--- src/rtl/cpu_sb_pkg.sv ---
package cpu_sb_pkg;
  localparam int SYNC_BITS = 3;
  localparam int IDX_KBC   = 0;
  localparam int IDX_SERR  = 1;
  localparam int IDX_IOCHK = 2;
  // idle (reset) level of each synchronized input: kbc reset request rests high
  localparam logic [SYNC_BITS-1:0] SYNC_IDLE = 3'b001;
endpackage

--- src/rtl/sb_sync_edge.sv ---
module sb_sync_edge #(
  parameter int N = 3,
  parameter int STAGES = 2,
  parameter logic [N-1:0] IDLE = '0
) (
  input  logic         clk,
  input  logic         rst,
  input  logic [N-1:0] din,
  output logic [N-1:0] rise,
  output logic [N-1:0] fall
);
  logic [N-1:0] stg [STAGES];
  logic [N-1:0] prev;

  always_ff @(posedge clk) begin
    if (rst) begin
      for (int i = 0; i < STAGES; i++) stg[i] <= IDLE;
      prev <= IDLE;
    end else begin
      stg[0] <= din;
      for (int i = 1; i < STAGES; i++) stg[i] <= stg[i-1];
      prev <= stg[STAGES-1];
    end
  end

  assign rise = stg[STAGES-1] & ~prev;
  assign fall = ~stg[STAGES-1] & prev;
endmodule

--- src/rtl/sb_init_pulse.sv ---
module sb_init_pulse #(
  parameter int PULSE_LEN = 16
) (
  input  logic clk,
  input  logic rst,
  input  logic req,
  input  logic hold,
  output logic init_n
);
  localparam int CNT_W = $clog2(PULSE_LEN + 1);

  logic [CNT_W-1:0] cnt, cnt_nxt;

  always_comb begin
    if (req)              cnt_nxt = CNT_W'(PULSE_LEN);
    else if (cnt != '0)   cnt_nxt = cnt - CNT_W'(1);
    else                  cnt_nxt = cnt;
  end

  always_ff @(posedge clk) begin
    if (rst) begin
      cnt    <= '0;
      init_n <= 1'b1;
    end else begin
      cnt    <= cnt_nxt;
      init_n <= (cnt_nxt == '0) && !hold;
    end
  end

  a_r1_reload: assert property (@(posedge clk) disable iff (rst)
    req |=> (cnt == CNT_W'(PULSE_LEN)));
  a_r1_countdown: assert property (@(posedge clk) disable iff (rst)
    (cnt != '0 && !req) |=> (cnt == $past(cnt) - CNT_W'(1)));
  a_r4_req_low: assert property (@(posedge clk) disable iff (rst)
    req |=> !init_n);
  a_r5_hold_low: assert property (@(posedge clk) disable iff (rst)
    hold |=> !init_n);
endmodule

--- src/rtl/sb_nmi_latch.sv ---
module sb_nmi_latch (
  input  logic clk,
  input  logic rst,
  input  logic set,
  input  logic clr,
  input  logic hold_clear,
  output logic flag
);
  always_ff @(posedge clk) begin
    if (rst || hold_clear) flag <= 1'b0;
    else if (set)          flag <= 1'b1;
    else if (clr)          flag <= 1'b0;
  end

  a_r6_set: assert property (@(posedge clk) disable iff (rst)
    (set && !hold_clear) |=> flag);
  a_r7_clear: assert property (@(posedge clk) disable iff (rst)
    (clr && !set) |=> !flag);
  a_r8_held_clear: assert property (@(posedge clk) disable iff (rst)
    hold_clear |=> !flag);
endmodule

--- src/rtl/cpu_sideband_ctrl.sv ---
module cpu_sideband_ctrl #(
  parameter int PULSE_LEN = 16,
  parameter int SYNC_STAGES = 2
) (
  input  logic clk,
  input  logic rst,
  input  logic pci_rst,
  input  logic kbc_rst_n,
  input  logic kbc_a20,
  input  logic a20_other,
  input  logic serr,
  input  logic iochk,
  input  logic nmi_clr,
  input  logic pwrok,
  input  logic vrm_ok,
  input  logic sleep_xition,
  input  logic bist_en,
  input  logic strap_intr,
  input  logic strap_nmi,
  input  logic sw_init,
  input  logic intr_req,
  output logic init_n,
  output logic intr,
  output logic nmi,
  output logic a20m,
  output logic pwrgd_pull_low
);
  import cpu_sb_pkg::*;

  logic [SYNC_BITS-1:0] async_in, rise, fall;
  logic kbc_req, init_req, nmi_set, nmi_flag;

  assign async_in[IDX_KBC]   = kbc_rst_n;
  assign async_in[IDX_SERR]  = serr;
  assign async_in[IDX_IOCHK] = iochk;

  sb_sync_edge #(.N(SYNC_BITS), .STAGES(SYNC_STAGES), .IDLE(SYNC_IDLE)) u_sync (
    .clk(clk), .rst(rst), .din(async_in), .rise(rise), .fall(fall));

  assign kbc_req  = fall[IDX_KBC] && !sleep_xition;
  assign init_req = kbc_req || sw_init;
  assign nmi_set  = rise[IDX_SERR] || rise[IDX_IOCHK];

  sb_init_pulse #(.PULSE_LEN(PULSE_LEN)) u_init (
    .clk(clk), .rst(rst), .req(init_req), .hold(bist_en && pci_rst),
    .init_n(init_n));

  sb_nmi_latch u_nmi (
    .clk(clk), .rst(rst), .set(nmi_set), .clr(nmi_clr),
    .hold_clear(pci_rst), .flag(nmi_flag));

  always_ff @(posedge clk) begin
    if (rst) begin
      intr           <= 1'b0;
      nmi            <= 1'b0;
      a20m           <= 1'b0;
      pwrgd_pull_low <= 1'b1;
    end else begin
      intr           <= pci_rst ? strap_intr : intr_req;
      nmi            <= pci_rst ? strap_nmi  : nmi_flag;
      a20m           <= kbc_a20 || a20_other;
      pwrgd_pull_low <= !(pwrok && vrm_ok);
    end
  end

  a_r3_sleep_mask: assert property (@(posedge clk) disable iff (rst)
    (init_n && fall[IDX_KBC] && sleep_xition && !sw_init && !(bist_en && pci_rst))
      |=> init_n);
  a_r8_strap_intr: assert property (@(posedge clk) disable iff (rst)
    pci_rst |=> (intr == $past(strap_intr)));
  a_r9_intr_follow: assert property (@(posedge clk) disable iff (rst)
    !pci_rst |=> (intr == $past(intr_req)));
  a_r10_a20_or: assert property (@(posedge clk) disable iff (rst)
    (kbc_a20 || a20_other) |=> a20m);
  a_r11_pwrgd: assert property (@(posedge clk) disable iff (rst)
    1'b1 |=> (pwrgd_pull_low == !$past(pwrok && vrm_ok)));
endmodule

--- config.mk ---
export PLATFORM = sky130hd
export DESIGN_NAME = cpu_sideband_ctrl
export DESIGN_NICKNAME = d
export VERILOG_FILES = /design/src/rtl/cpu_sb_pkg.sv /design/src/rtl/sb_sync_edge.sv /design/src/rtl/sb_init_pulse.sv /design/src/rtl/sb_nmi_latch.sv /design/src/rtl/cpu_sideband_ctrl.sv
export SDC_FILE = /design/constraint.sdc
export NUM_CORES = 1
export LEC_CHECK = 0
export BUFFER_PORTS_ARGS = -buffer_cell sky130_fd_sc_hd__buf_2
export CORE_MARGIN = 1.5
export CORE_UTILIZATION = 40
export CTS_CLUSTER_DIAMETER = 50
export DETAILED_ROUTE_END_ITERATION = 6
export PLACE_DENSITY = 0.64
export SETUP_SLACK_MARGIN = 0.4
export SLEW_MARGIN = 20
export SYNTH_ARGS = -nofsm -noshare
export SYNTH_HDL_FRONTEND = slang
export SYNTH_SLANG_ARGS = --single-unit
--- constraint.sdc ---
create_clock -name clk -period 1.4 [get_ports clk]
set_input_delay 0.42 -clock clk [delete_from_list [all_inputs] [get_ports clk]]
set_output_delay 0.42 -clock clk [all_outputs]
set_load 0.02 [all_outputs]
==> flow_summary.toml, run 1 <==
[yosys]
async_flop_share_pct = 0
ys.flop_type = "dfxtp_1"
postSynthAreaPerCell_um2 = 9.96
yosysWarnings = 0
synth_nets = 92
synthCells = 74
ys_types = 25
syn_area_um2 = 737
ys_ff_latch = 20
synth_edf_count = 0
yosysSeqAreaShare_pct = 54.3

[route]
drtIter0Drc = 12
postRouteAntennaNets = 0
wl_met2_um = 654
wl_mm = 1.41
first_pass_iters = 4
wl_met1_um = 615
via_per_inst = 4.87
drc = 0
wl_per_cell_um = 10.8
num_vias = 638
highest_layer = "met4"
wl_met3_um = 112

[die]
core_um2 = 1730
pin_count = 22
fp.dieW_um = 45.9
start_util_pct = 42.7
dieArea_um2 = 2110
die-height_um = 45.9
num_rows = 15

[placed_design]
preCtsSetupSlack_ps = 35.6
gp_congestion = 0.666
dp_hpwl_um = 951
place.port_buffers = 21
placed_cells = 120

[cells_and_area]
num_antenna_cells = 0
drive_gt1_share_pct = 48.1
n_fill_cell = 150
instances_no_fill = 131
synthToLayoutAreaGrowth_pct = 42.6
layout.nets = 125
mostFrequentLayoutCells = "16 x buf_2, 14 x dfxtp_1, 12 x nor2_1"
final_common_cell = "buf_2"
seqCellArea_um2 = 408
multi_input_comb_area_um2 = 340

[sta]
layout_setup_ws_ps = 34.2
hold_violations = 0
finalMaxSlewViolations = 0
rsz0062_at_grt = "yes"
post-route-min-period_ps = 1370
slew_headroom_pct = 75.1
worst_pin_slew_ps = 372
skew_ps = 1.45
finalCritPeriodShare_pct = 97.6
max_freq_ghz = 0.732
setup_viol = 0

[power_and_ir_drop]
power_frac_seq_pct = 44.3
powerDensity_nw_per_um2 = 1380
ir_drop_mv = 0.755
power_frac_clock_pct = 32.6
combPwrFrac_pct = 23.1
p_int_mw = 1.09
p_sw_share_pct = 25.1
finalPower_mw = 1.45
total_leakage_power_nw = 0.463
power_switching_mw = 0.364

[grt]
first_global_vias = 504
overflow = 0
antenna_found_initial = 0
grt_max_degree = 19
grt_pass1_wl_mm = 2.10
grtUsageTotal_pct = 14.5

[clock_tree]
clock-sinks = 20
path_clk_slew_ps = 110
insertion_delay_ps = 310
cts_tree = "done"
cts_root_buf = "clkbuf_4"
htreeDepth = 1
cts_buffer_depth = 2
cts_inserted_buffers = 3
ctsHoldBuffers = 0

[worst_hold_path]
hold_class = "input port to register"

[critical_path]
cp_max_fo = 3
crit_type = "register to register"
critPathCaptureType = "register"
worstPathArrival_ps = 1580
required_ps = 1610
cp-start-kind = "register"

[flow_run]
cap_violations = 0

[run_status]
outcome = "completed"
-- stage by stage --
stage | utilization (%) | hold slack [ps] | area, um^2 | setup TNS, ps
finish | 60.9 | 280 | 1050 | 0
global route | 60.9 | 273 | 1050 | -39.0
CTS | 58.4 | 281 | 1010 | 0
detailed placement | 52.0 | 404 | 897 | 0
global placement | 52.0 | 400 | 897 | 0
floorplan | - | 389 | 757 | 0
-- Yosys cell counts, drive strengths merged, types with 2 or more instances --
library cell	number	area share, %
o21ai	2	1.4
or2	4	3.4
mux2i	2	2.7
nor2b	6	5.1
nand2	3	1.5
inv	5	2.5
nor2	12	6.1
nor3	2	1.4
dfxtp	20	54
xnor2	3	3.6
nor4	2	2.5
-- layout make-up --
class / instances / share of cell area [%]
clock buffers: 3 / 2.14
clock inverters: 1 / 2.86
inverters: 5 / 1.79
multi-input cells: 48 / 32.4
flip-flops and latches: 20 / 38.8
well taps: 25 / 2.98
repair buffers: 29 / 19.0
-- power by group through the flow --
stage / registers, mW / clock network (mW) / logic [mW]
floorplan: 0.660 / 0 / 0.182
global placement: 0.651 / 0 / 0.255
detailed placement: 0.652 / 0 / 0.262
CTS: 0.643 / 0.481 / 0.292
global route: 0.648 / 0.505 / 0.372
finish: 0.643 / 0.473 / 0.335
-- per-layer routing --
layer	up-vias	global-route usage, %
li1	312	-
met1	298	15.6
met2	24	23.9
met3	4	5.56
met4	0	8.57
met5	-	0
-- sequential cells by signal, summed over array words and instances (netlist names) --
signal,flops
a20m,1
intr,1
nmi,1
pwrgd_pull_low,1
u_init.cnt,5
u_init.init_n,1
u_nmi.flag,1
u_sync.prev,3
u_sync.stg,6
-- final timing paths --
kind                                from                           to  slack [ps]  depth (start not counted)
max reg2reg     u_init.cnt[0]$_SDFF_PP0_     u_init.init_n$_SDFF_PP1_          30                          7
min                               vrm_ok    pwrgd_pull_low$_SDFF_PP1_         280                          2
max             u_init.cnt[0]$_SDFF_PP0_     u_init.init_n$_SDFF_PP1_          30                          7
min reg2reg  u_sync.stg[0][0]$_SDFF_PP1_  u_sync.stg[0][3]$_SDFF_PP1_         430                          1
-- worst max-delay path: stages (launching register included) --
cell     delay [ps]
dfxtp_2         360
inv_2            50
ha_4            150
buf_4           130
buf_6           110
a22oi_1         150
o21ai_0         100
a41o_1          210
-- repair_timing --
action | in CTS | in global routing
setup buffers | 3 | 4
endpoints found under the setup margin | 11 | 11
cloned | 0 | 0
pin swaps | 4 | 7
gates resized for setup | 14 | 4
-- cell families after synthesis --
logic type | Yosys count | synth area share, %
fa+ha+maj | 1 | 1.70
xor+xnor | 3 | 3.57
buf+inv | 6 | 3.06
simple gates | 35 | 27.8
flops | 20 | 54.3
mux | 2 | 2.72
compound gates | 7 | 6.79
Note: power is estimated with default switching activity, not from simulation.
==> run 2: changes to the inputs <==
==> constraint.sdc (replaced) <==
create_clock -name clk -period 1.4 [get_ports clk]
set_input_delay 0 -clock clk [delete_from_list [all_inputs] [get_ports clk]]
set_output_delay 0 -clock clk [all_outputs]
set_load 0.02 [all_outputs]
==> run 2 against run 1 <==
Sequential power about the same. First-iteration DRC count is 33% higher. Die area stayed put. Global-route usage increased by 4.2 points. Clock power is 30% lower. Highest routed layer unchanged. Clock skew rose by 0.57 ps. Wire length rose by 17%. Hold slack worse by 270 ps. Clock-buffer cell count increased by 1. Final cell count grew 6.9%. Largest cell class unchanged. Non-clock buffer count rose by 9.
==> flow_summary.toml, run 2 (same netlist as run 1, synthesis figures left out) <==
[die]
die-height_um = 45.9
fp.dieW_um = 45.9
pin_count = 22
core_um2 = 1730
num_rows = 15
dieArea_um2 = 2110
start_util_pct = 42.7

[route]
postRouteAntennaNets = 0
wl_per_cell_um = 11.8
via_per_inst = 4.61
drtIter0Drc = 16
first_pass_iters = 4
num_vias = 645
wl_mm = 1.65
drc = 0

[critical_path]
critPathCaptureType = "register"
crit_type = "register to register"
worstPathArrival_ps = 1570
required_ps = 1600
cp-start-kind = "register"
cp_max_fo = 6

[cells_and_area]
largest_reg_flops = 6
num_antenna_cells = 0
final_common_cell = "buf_2"
final_cell_area_um2 = 1100
top_register = "u_sync.stg"
top_regs = "u_sync.stg (6), u_init.cnt (5), u_sync.prev (3)"
drive_gt1_share_pct = 38.3
synthToLayoutAreaGrowth_pct = 49.2
layout.nets = 134
mostFrequentLayoutCells = "21 x buf_2, 18 x dfxtp_1, 13 x dlygate4sd3_1"
fin_util_pct = 63.7
instances_no_fill = 140

[sta]
setup_viol = 0
layout_setup_ws_ps = 32.1
hold_violations = 0
skew_ps = 2.02
finalMaxSlewViolations = 0
setup_tns_ps = 0
worst_pin_slew_ps = 408
rsz0062_at_grt = "yes"
post-route-min-period_ps = 1370
holdWs_ps = 6.79
slew_headroom_pct = 72.7
finalCritPeriodShare_pct = 97.7
max_freq_ghz = 0.731

[power_and_ir_drop]
ir_drop_mv = 0.609
total_leakage_power_nw = 0.478
finalPower_mw = 1.30
powerDensity_nw_per_um2 = 1180

[clock_tree]
cts_tree = "done"
ctsHoldBuffers = 13
path_clk_slew_ps = 110
htreeDepth = 1
cts_buffer_depth = 2
cts_root_buf = "clkbuf_4"
insertion_delay_ps = 290
clock-sinks = 20
cts_inserted_buffers = 3

[flow_run]
cap_violations = 0

[grt]
first_global_vias = 664
antenna_found_initial = 0
grt_pass1_wl_mm = 2.75
grtUsageTotal_pct = 18.7
grt_max_degree = 16
overflow = 0

[run_status]
outcome = "completed"

[placed_design]
place_area_um2 = 900
preCtsSetupSlack_ps = 40.2
gp_congestion = 0.691
dp_hpwl_um = 990
placed_cells = 121
place.port_buffers = 21

[worst_hold_path]
hold_class = "input port to register"
run 2: cell count changes in the layout (fill, tap and decap cells not counted), sizes merged:
cell,change
buf,-4
bufinv,-1
clkbuf,+1
dlygate4sd3,+13
run 2: metal layers:
| metal | GRT usage (%) | wire length, um | part of all wire [%] | vias up |
|---|---|---|---|---|
| met2 | 34.4 | 919 | 56 | 17 |
| met4 | 10.3 | 13 | 0.79 | 0 |
| met3 | 2.78 | 70 | 4.3 | 2 |
| met5 | 0 | 0 | 0 | - |
| met1 | 19.9 | 643 | 39 | 300 |
| li1 | - | - | - | 326 |
run 2: power by group:
part / leakage (nW) / internal [mW] / switching (mW)
registers: 0.166 / 0.609 / 0.0321
clock network: 0.0210 / 0.158 / 0.171
logic: 0.291 / 0.173 / 0.153
total: 0.478 / 0.941 / 0.356
run 2: critical path: stages (launching register included):
cell	delay, ps
dfxtp_2	350
inv_2	70
ha_4	140
nor4b_4	360
o21ai_1	110
a41o_1	230
run 2: path summary, 6_finish.rpt:
check	from	endpoint	slack (ps)	cells past startpoint
min	sw_init	u_init.cnt[3]$_SDFF_PP0_	7	3
max reg2reg	u_init.cnt[0]$_SDFF_PP0_	u_init.init_n$_SDFF_PP1_	30	5
min reg2reg	u_sync.stg[0][0]$_SDFF_PP1_	u_sync.stg[0][3]$_SDFF_PP1_	440	1
max	u_init.cnt[0]$_SDFF_PP0_	u_init.init_n$_SDFF_PP1_	30	5
run 2: area by class of cell:
type / instances / area [um^2]
Clock buffer: 4 / 36.3
Sequential cell: 20 / 403
Timing Repair Buffer: 38 / 265
Multi-Input combinational cell: 48 / 345
Tap cell: 25 / 31.3
Inverter: 5 / 18.8
Fill cell: 148 / 627
run 2: what timing repair did:
action,CTS,global route
endpoints found under the setup margin,6,6
resized for setup,1,5
setup buffers,2,0
pin swaps,4,2
endpoints found under the hold margin,12,2
==> run 3: changes to the inputs <==
--- a/config.mk
+++ b/config.mk
@@ -5,14 +5,16 @@
 export SDC_FILE = /design/constraint.sdc
 export NUM_CORES = 1
 export LEC_CHECK = 0
+export ABC_AREA = 1
 export BUFFER_PORTS_ARGS = -buffer_cell sky130_fd_sc_hd__buf_2
 export CORE_MARGIN = 1.5
 export CORE_UTILIZATION = 40
 export CTS_CLUSTER_DIAMETER = 50
 export DETAILED_ROUTE_END_ITERATION = 6
-export PLACE_DENSITY = 0.64
+export PLACE_DENSITY = 0.63
 export SETUP_SLACK_MARGIN = 0.4
 export SLEW_MARGIN = 20
 export SYNTH_ARGS = -nofsm -noshare
 export SYNTH_HDL_FRONTEND = slang
+export SYNTH_HIERARCHICAL = 1
 export SYNTH_SLANG_ARGS = --single-unit
==> run 3 against run 2 <==
Setup slack improved by 180 ps. Fmax rose by 16%. Largest power group unchanged. Wire length fell by 4.7%. Largest cell class unchanged.
==> flow_summary.toml, run 3 <==
[critical_path]
crit_type = "register to register"
crit_end = "u_init/init_n$_SDFF_PP1_"
critical_path.startpoint = "u_sync/prev[0]$_SDFF_PP1_"
timing.rr.start = "u_sync/prev[0]$_SDFF_PP1_"
worst_path_max_delay_cell = "dfxtp_2"
cp_max_fo = 5
r2r-end = "u_init/init_n$_SDFF_PP1_"
required_ps = 1640
path_cells = "inv_2, nor2_2, inv_1, o21bai_1, bufinv_8, nand2_4, nor2_2, nor2_1, nand2_1, nand2_1"
critPathCaptureType = "register"
worstPathArrival_ps = 1420
cp-start-kind = "register"
r2r_slack_ps = 220
reg2regPathDepth = 10
cp_slowest_stage_delay_ps = 330

[grt]
first_global_vias = 585
antenna_found_initial = 0
grtUsageTotal_pct = 13.8
overflow = 0
grt_pass1_wl_mm = 2.21
grt_max_degree = 17

[sta]
setup_tns_ps = 0
max_freq_ghz = 0.844
holdWs_ps = 70.5
post-route-min-period_ps = 1180
rsz0062_at_grt = "yes"
setup_viol = 0
slew_headroom_pct = 79.4
skew_ps = 0.629
finalMaxSlewViolations = 0
worst_pin_slew_ps = 309
finalCritPeriodShare_pct = 84.6
hold_violations = 0

[placed_design]
gp_congestion = 0.835
dp_hpwl_um = 923
place.port_buffers = 21
placed_cells = 158
place_area_um2 = 966

[clock_tree]
cts_inserted_buffers = 3
cts_tree = "done"
htreeDepth = 1
cts_root_buf = "clkbuf_4"
cts_buffer_depth = 2
clock-sinks = 20
insertion_delay_ps = 280
path_clk_slew_ps = 100

[route]
first_pass_iters = 3
wl_per_cell_um = 8.87
num_vias = 762
drtIter0Drc = 6
postRouteAntennaNets = 0
via_per_inst = 4.31
wl_mm = 1.57
drc = 0

[die]
core_um2 = 1940
num_rows = 16
start_util_pct = 41.8
pin_count = 22
dieArea_um2 = 2310
die-height_um = 48.1
fp.dieW_um = 48.1

[power_and_ir_drop]
ir_drop_mv = 0.535
finalPower_mw = 1.19
total_leakage_power_nw = 0.634
powerDensity_nw_per_um2 = 1010

[yosys]
postSynthAreaPerCell_um2 = 7.38
yosysWarnings = 6
syn_area_um2 = 812
synthCells = 110
synth_nets = 128

[cells_and_area]
top_register = "u_sync/stg"
num_antenna_cells = 0
mostFrequentLayoutCells = "25 x inv_1, 22 x nand2_1, 21 x buf_2"
drive_gt1_share_pct = 32.7
largest_reg_flops = 6
final_common_cell = "inv_1"
top_regs = "u_sync/stg (6), u_init/cnt (5), u_sync/prev (3)"
n_fill_cell = 188
final_cell_area_um2 = 1180
synthToLayoutAreaGrowth_pct = 45.5
instances_no_fill = 177
layout.nets = 170

[flow_run]
cap_violations = 0

[worst_hold_path]
hold_class = "input port to register"

[run_status]
outcome = "completed"
run 3: worst min path at each step:
stage,slack (ps),from,cells past startpoint,to
after floorplan,70,rst,1,u_init/cnt[4]$_SDFF_PP0_
after global placement,180,kbc_rst_n,3,u_sync/stg[0][0]$_SDFF_PP1_
after detailed placement,180,kbc_rst_n,3,u_sync/stg[0][0]$_SDFF_PP1_
after CTS,60,rst,2,a20m$_SDFF_PP0_
after global routing,60,rst,2,u_sync/stg[0][5]$_SDFF_PP0_
final,70,rst,2,u_sync/stg[0][5]$_SDFF_PP0_
run 3: cell type report:
cell class                 instances  area, um^2  share of cell area [%]
clock buffer                       3        22.5                    1.91
inverter                          30         126                    10.7
multi-input combinational         60         332                    28.1
sequential                        20         404                    34.2
tap                               27        33.8                    2.86
timing repair buffer              37         263                    22.2
run 3: timing repair:
| action | 4_1_cts | 5_1_grt |
|---|---|---|
| endpoints found under the hold margin | 8 | 0 |
| pin swaps | 7 | 7 |
| gates resized for setup | 7 | 6 |
| endpoints found under the setup margin | 6 | 6 |
| hold buffers | 12 | 0 |
| buffers inserted | 3 | 1 |
run 3: power breakdown:
part	internal [mW]	leakage [nW]	total, mW	switching, mW
Combinational	0.147	0.455	0.316	0.169
Sequential	0.606	0.165	0.622	0.0167
Clock	0.0998	0.0138	0.254	0.154
run 3: through the flow:
step / utilization, % / setup WS, ps
3_5_place_dp: 49.7 / 224
5_1_grt: 60.8 / 95.2
4_1_cts: 59.7 / 237
2_1_floorplan: - / 307
3_3_place_gp: 49.7 / 236
6_report: 60.8 / 216
run 3: routing by layer:
layer | up-vias | GRT usage [%] | wire length [um]
met5 | - | 0 | 0
met1 | 348 | 15.7 | 647
met3 | 2 | 3.40 | 36
met4 | 0 | 6.49 | 9
li1 | 402 | - | -
met2 | 10 | 24.0 | 876
run 3: worst max-delay path, delay by kind of cell (launching register included):
kind / cells / cell delay (ps)
compound gates: 1 / 160
buf+inv: 3 / 290
flops: 1 / 330
simple gates: 6 / 350
